File: src/rtl/uart_rx_pkg.sv
package uart_rx_pkg;
    typedef enum logic [1:0] {
        FMT_8N = 2'd0,
        FMT_7P = 2'd1,
        FMT_8P = 2'd2,
        FMT_9N = 2'd3
    } rx_fmt_e;

    typedef enum logic [2:0] {
        S_IDLE,
        S_START,
        S_DATA,
        S_PAR,
        S_STOP
    } rx_state_e;

    localparam int WORD_W = 10;
endpackage

File: src/rtl/rx_deframer.sv
module rx_deframer
    import uart_rx_pkg::*;
(
    input  logic                clk,
    input  logic                rst_n,
    input  logic                tick,
    input  logic                rxd,
    input  logic                active,
    input  rx_fmt_e             fmt,
    input  logic                par_odd,
    input  logic                two_stop,
    output logic                done,
    output logic [WORD_W-1:0]   word,
    output logic                idle
);
    rx_state_e   state, nxt;
    logic [3:0]  cnt;
    logic [3:0]  bidx;
    logic [8:0]  sh;
    logic        pe_r, fe_r;
    logic [3:0]  nbits;
    logic        has_par, mid, start_mid, last_stop, fe_now;

    assign nbits     = (fmt == FMT_7P) ? 4'd7 : ((fmt == FMT_9N) ? 4'd9 : 4'd8);
    assign has_par   = (fmt == FMT_7P) || (fmt == FMT_8P);
    assign mid       = tick && (cnt == 4'd15);
    assign start_mid = tick && (cnt == 4'd7);
    assign last_stop = (bidx == {3'b000, two_stop});
    assign fe_now    = fe_r | ~rxd;

    // state register
    always_ff @(posedge clk or negedge rst_n) begin
        if (!rst_n) state <= S_IDLE;
        else        state <= nxt;
    end

    // next state and outputs
    always_comb begin
        nxt  = state;
        done = 1'b0;
        unique case (state)
            S_IDLE:  if (tick && !rxd) nxt = S_START;
            S_START: if (start_mid) nxt = rxd ? S_IDLE : S_DATA;
            S_DATA:  if (mid && bidx == nbits - 4'd1) nxt = has_par ? S_PAR : S_STOP;
            S_PAR:   if (mid) nxt = S_STOP;
            S_STOP:  if (mid && last_stop) begin
                         nxt  = S_IDLE;
                         done = active;
                     end
            default: nxt = S_IDLE;
        endcase
        if (!active) nxt = S_IDLE;
        idle = (state == S_IDLE);
        unique case (fmt)
            FMT_7P:  word = {fe_now, pe_r, 1'b0, sh[6:0]};
            FMT_8P:  word = {fe_now, pe_r, sh[7:0]};
            FMT_9N:  word = {fe_now, sh};
            default: word = {fe_now, 1'b0, sh[7:0]};
        endcase
    end

    // bit timing and shift datapath
    always_ff @(posedge clk or negedge rst_n) begin
        if (!rst_n) begin
            cnt <= '0; bidx <= '0; sh <= '0; pe_r <= 1'b0; fe_r <= 1'b0;
        end else if (!active || state == S_IDLE) begin
            cnt <= '0; bidx <= '0; sh <= '0; pe_r <= 1'b0; fe_r <= 1'b0;
        end else if (tick) begin
            unique case (state)
                S_START: cnt <= (cnt == 4'd7) ? 4'd0 : cnt + 4'd1;
                S_DATA: begin
                    cnt <= cnt + 4'd1;
                    if (cnt == 4'd15) begin
                        sh[bidx] <= rxd;
                        bidx     <= (bidx == nbits - 4'd1) ? 4'd0 : bidx + 4'd1;
                    end
                end
                S_PAR: begin
                    cnt <= cnt + 4'd1;
                    if (cnt == 4'd15) pe_r <= rxd ^ (^sh) ^ par_odd;
                end
                S_STOP: begin
                    cnt <= cnt + 4'd1;
                    if (cnt == 4'd15) begin
                        fe_r <= fe_now;
                        bidx <= bidx + 4'd1;
                    end
                end
                default: cnt <= '0;
            endcase
        end
    end
endmodule

File: src/rtl/rx_fifo.sv
module rx_fifo #(
    parameter int DEPTH = 16,
    parameter int W     = 10
) (
    input  logic                      clk,
    input  logic                      rst_n,
    input  logic                      clr,
    input  logic                      push,
    input  logic [W-1:0]              din,
    input  logic                      pop,
    output logic [W-1:0]              head,
    output logic [$clog2(DEPTH):0]    count,
    output logic                      full
);
    localparam int AW = $clog2(DEPTH);

    logic [W-1:0]  mem [DEPTH];
    logic [AW-1:0] wr_ptr, rd_ptr;
    logic          wr_go, rd_go;

    assign full  = (count == (AW+1)'(DEPTH));
    assign wr_go = push && !full && !clr;
    assign rd_go = pop && (count != '0) && !clr;
    assign head  = mem[rd_ptr];

    always_ff @(posedge clk or negedge rst_n) begin
        if (!rst_n) begin
            wr_ptr <= '0; rd_ptr <= '0; count <= '0;
        end else if (clr) begin
            wr_ptr <= '0; rd_ptr <= '0; count <= '0;
        end else begin
            if (wr_go) wr_ptr <= wr_ptr + 1'b1;
            if (rd_go) rd_ptr <= rd_ptr + 1'b1;
            count <= count + (AW+1)'(wr_go) - (AW+1)'(rd_go);
        end
    end

    always_ff @(posedge clk) begin
        if (wr_go) mem[wr_ptr] <= din;
    end
endmodule

File: src/rtl/rx_idle_timer.sv
module rx_idle_timer #(
    parameter int CHAR_TICKS = 160
) (
    input  logic       clk,
    input  logic       rst_n,
    input  logic       tick,
    input  logic       restart,
    input  logic       armed,
    input  logic       line_idle,
    input  logic [7:0] limit,
    output logic       flag
);
    localparam int TW = $clog2(CHAR_TICKS);

    logic [TW-1:0] tcnt;
    logic [7:0]    ccnt;

    always_ff @(posedge clk or negedge rst_n) begin
        if (!rst_n) begin
            tcnt <= '0; ccnt <= '0; flag <= 1'b0;
        end else if (restart || !armed || limit == 8'd0) begin
            tcnt <= '0; ccnt <= '0; flag <= 1'b0;
        end else if (line_idle && tick && !flag) begin
            if (tcnt == TW'(CHAR_TICKS - 1)) begin
                tcnt <= '0;
                ccnt <= ccnt + 8'd1;
                if (ccnt + 8'd1 == limit) flag <= 1'b1;
            end else begin
                tcnt <= tcnt + 1'b1;
            end
        end
    end
endmodule

File: src/rtl/uart_rx_fifo.sv
module uart_rx_fifo
    import uart_rx_pkg::*;
#(
    parameter int DEPTH      = 16,
    parameter int CHAR_TICKS = 160
) (
    input  logic              clk,
    input  logic              rst_n,
    input  logic              tick16,
    input  logic              rxd,
    input  logic              run_en,
    input  logic              rx_en,
    input  logic [1:0]        fmt,
    input  logic              par_odd,
    input  logic              two_stop,
    input  logic              rx_flush,
    input  logic              rd_stb,
    input  logic [7:0]        tmo_limit,
    output logic [WORD_W-1:0] rd_word,
    output logic              rx_avail,
    output logic              rx_half,
    output logic              rx_overrun,
    output logic              rx_timeout
);
    localparam int CW = $clog2(DEPTH) + 1;

    logic              rx_active, frame_done, line_idle, q_full, pop_fire;
    logic [WORD_W-1:0] frame_word, q_head;
    logic [CW-1:0]     q_count;

    assign rx_active = run_en & rx_en;

    rx_deframer u_deframer (
        .clk(clk), .rst_n(rst_n), .tick(tick16), .rxd(rxd),
        .active(rx_active), .fmt(rx_fmt_e'(fmt)), .par_odd(par_odd),
        .two_stop(two_stop), .done(frame_done), .word(frame_word),
        .idle(line_idle)
    );

    rx_fifo #(.DEPTH(DEPTH), .W(WORD_W)) u_fifo (
        .clk(clk), .rst_n(rst_n), .clr(rx_flush), .push(frame_done),
        .din(frame_word), .pop(rd_stb), .head(q_head), .count(q_count),
        .full(q_full)
    );

    assign rx_avail = (q_count != '0);
    assign rx_half  = (q_count >= CW'(DEPTH / 2));
    assign rd_word  = rx_avail ? q_head : '0;
    assign pop_fire = rd_stb & rx_avail;

    always_ff @(posedge clk or negedge rst_n) begin
        if (!rst_n)                    rx_overrun <= 1'b0;
        else if (rx_flush)             rx_overrun <= 1'b0;
        else if (frame_done && q_full) rx_overrun <= 1'b1;
        else if (pop_fire)             rx_overrun <= 1'b0;
    end

    rx_idle_timer #(.CHAR_TICKS(CHAR_TICKS)) u_timer (
        .clk(clk), .rst_n(rst_n), .tick(tick16),
        .restart(rx_flush | pop_fire | frame_done), .armed(rx_avail),
        .line_idle(line_idle), .limit(tmo_limit), .flag(rx_timeout)
    );
endmodule

File: config.mk
export PLATFORM = sky130hd
export DESIGN_NAME = uart_rx_fifo
export DESIGN_NICKNAME = d
export VERILOG_FILES = /design/src/rtl/uart_rx_pkg.sv /design/src/rtl/rx_deframer.sv /design/src/rtl/rx_fifo.sv /design/src/rtl/rx_idle_timer.sv /design/src/rtl/uart_rx_fifo.sv
export SDC_FILE = /design/constraint.sdc
export NUM_CORES = 1
export LEC_CHECK = 0
export BUFFER_PORTS_ARGS = -buffer_cell sky130_fd_sc_hd__clkbuf_2
export CELL_PAD_IN_SITES_DETAIL_PLACEMENT = 1
export CELL_PAD_IN_SITES_GLOBAL_PLACEMENT = 1
export CORE_MARGIN = 10
export CORE_UTILIZATION = 50
export DETAILED_ROUTE_END_ITERATION = 6
export PLACE_DENSITY_LB_ADDON = 0.2
export SYNTH_ARGS = -nofsm -noshare
export SYNTH_HDL_FRONTEND = slang
export SYNTH_HIERARCHICAL = 1
export SYNTH_SLANG_ARGS = --single-unit
export TNS_END_PERCENT = 10
File: constraint.sdc
create_clock -name clk -period 6.22 [get_ports clk]
set_input_delay 1.244 -clock clk [delete_from_list [all_inputs] [get_ports clk]]
set_output_delay 1.244 -clock clk [all_outputs]
set_load 0.01 [all_outputs]
==> run metrics <==
Clock Skews approximately 25 ps; Clock Sinks 213; remaining antenna violation count 0; cells after synthesis 726; number of synthesized flops with an enable pin 160; Finished Layout Cells 1,034; TNS Setup 0 ps; clock-pin slew on the worst setup and hold paths ~60 ps; status finished, final reports clean; Final Setup Violations 0; most frequent cells in the layout edfxtp_1, nor2_1, dfrtp_1; CTS tree built; Area contributors post-synth edfxtp_1, dfrtp_1, mux2i_1; critical path's top delay family flip-flops; Peak VDD IR about 0.19 mV; max-slew violation count 0; initial antenna violation count 0; share of the synthesized area in the top cell type between 40% and 50%; crit path DAT 3460 ps; post-CTS setup buffer count 0; WS Path Type reg -> out; clock latency on the worst-skew pair between 500 and 600 ps; RSZ-0062 raised after global routing no; #FFs+latches synth ~210; Slew HR a little under a fifth; Max Root-Sink Buffers 3; TritonCTS Buffers 24; WHS between 500 and 600 ps; HPWL after detailed placement 15.8 mm; Leakage around 4 nW; CP Data Required Time about 5000 ps; fmax about 210 MHz; Worst Path Max Fanout 24; area growth from synthesis to final layout 10.5%; Distinct cells, synth between 70 and 80; area of the core between 15,000 and 20,000 um2; H-tree depth 1; crit path cell chain and2_1, a221oi_1, a22oi_1, nand2_1, a21boi_0, clkbuf_2; syn_area_per_cell about 14 um2; cell taking the most area after synthesis edfxtp_1; via count approximately 6,000; number of fillers in the final layout 1,969; post-placement cell count between 900 and 1,000; die width approximately 160 um; die area about 26,000 um2; Buf/Inv on CP 1; startpoint types flip-flop; IO Port Bufs 33; final hold viol count 0; Core Rows between 50 and 60; Nets between 700 and 800; Tmin final 4700 ps; commonest non-fill, non-tap cell in the layout edfxtp_1; global-route total usage across every layer roughly 18%; total gr overflow 0; hold crit path type reg -> reg; Post-synth ARST share between 20% and 30%; Hold Buf Count CTS 0; vias in the first global route ~6,600; Post-Syn Nets 770; CTS root buf clkbuf_16; Worst Tran Pin Value around 1200 ps; first-pass GRT wire length around 38 mm; Final Power about 3.4 mW; cts repair resizes 0; Die H 161 um; crit path max-delay cell type dfrtp_1; pin count of the biggest net entering global routing between 50 and 60; synthesized area around 10000 um2; Critical Path Max Stage Delay 1150 ps; # IOs 34; RePlAce Congestion between 0.8 and 0.9; Remaining DRCs 0; Vias/cell approximately 5.8; Seq/Total Area, Yosys between 60% and 70%; Main synth FF type edfxtp_1; crit path capture type output port; DRT Wirelength about 24 mm; Max Cap Viol 0; final worst-path cycle share approximately 76%; Detailed Routing Iterations Pass 1 4; Cell Pwr Density approximately 310 nW/um2; fin util a little under three fifths; DR iter-0 viols between 300 and 400; Starting Density between 50% and 60%; fraction of layout cells with a size suffix above 1 between 10% and 20%; Yosys warnings 6; DR WL/cell between 20 and 25 um
-- cell usage after synthesis (20+ instances only) --
library cell	number
ha_1	23
mux4_2	20
edfxtp_1	160
nand2_1	51
xnor2_1	24
inv_1	22
dfrtp_1	53
o21ai_0	20
mux2i_1	47
nor2_1	58
-- sequential cells by signal, indices dropped and copies added, names as in the netlist --
| register | count |
|---|---|
| u_deframer/fe_r | 1 |
| u_deframer/pe_r | 1 |
| u_fifo/count | 5 |
| u_deframer/sh | 9 |
| u_timer/tcnt | 8 |
| u_fifo/wr_ptr | 4 |
| u_deframer/state | 3 |
| u_deframer/cnt | 4 |
| u_deframer/bidx | 4 |
| u_timer/flag | 1 |
| u_fifo/rd_ptr | 4 |
| rx_overrun | 1 |
| u_fifo/mem | 160 |
| u_timer/ccnt | 8 |
-- worst register-to-register path: cells and delay by family, from the launching register on --
family	cells	cell delay [ps]
DFF	1	390
and+or+nand+nor	6	1620
AOI/OAI and AO/OA	2	280
buffers and inverters	3	180
adders and majority gates	4	1050
-- final timing paths --
check / cells past startpoint / from / endpoint / slack [ps]
max: 6 / u_fifo/rd_ptr[1] / rd_word[0] / 1520
min: 2 / u_deframer/fe_r / u_deframer/fe_r / 520
max reg2reg: 15 / u_deframer/cnt[0] / u_fifo/count[4] / 2560
min reg2reg: 2 / u_deframer/fe_r / u_deframer/fe_r / 520
max in group asynchronous: 2 / rst_n / u_fifo/rd_ptr[0] / 4790
min in group asynchronous: 2 / rst_n / u_timer/ccnt[0] / 860
-- cell families after synthesis --
| logic type | synth area share (%) |
|---|---|
| flops | 61.4 |
| simple gates | 11.3 |
| compound gates | 7.98 |
| mux | 9.33 |
| buf+inv | 3.41 |
| xor+xnor | 3.56 |
| fa+ha+maj | 3.08 |
-- power breakdown --
group	switching (mW)	leakage, nW	internal [mW]
registers	0.106	2.40	1.53
logic	0.248	1.34	0.211
clock network	0.556	0.353	0.765
-- per-stage QoR --
| stage | setup slack [ps] | instance area (um2) |
|---|---|---|
| 2_1_floorplan | 2290 | 9990 |
| 3_3_place_gp | 1980 | 10300 |
| 3_5_place_dp | 1730 | 10300 |
| 4_1_cts | 1530 | 11000 |
| 5_1_grt | 1320 | 11000 |
| 6_report | 1520 | 11000 |
-- area by class of cell --
type / count / area [um2] / share of cell area (%)
clock inverter: 13 / 105 / 0.952
inverter: 22 / 82.6 / 0.748
timing repair buffer: 41 / 225 / 2.04
multi-input combinational: 449 / 3530 / 31.9
sequential: 213 / 6130 / 55.6
clock buffer: 30 / 633 / 5.73
tap: 265 / 332 / 3.00
antenna: 1 / 2.50 / 0.0227
-- per-layer routing --
layer / up-vias / part of all wire, % / GRT usage, %
met4: 0 / 1.7 / 3.93
met2: 104 / 52 / 32.5
met3: 32 / 3.9 / 3.08
met5: - / 0 / 0
met1: 3079 / 43 / 22.8
li1: 2779 / - / -
(Power assumes the default switching activity.)
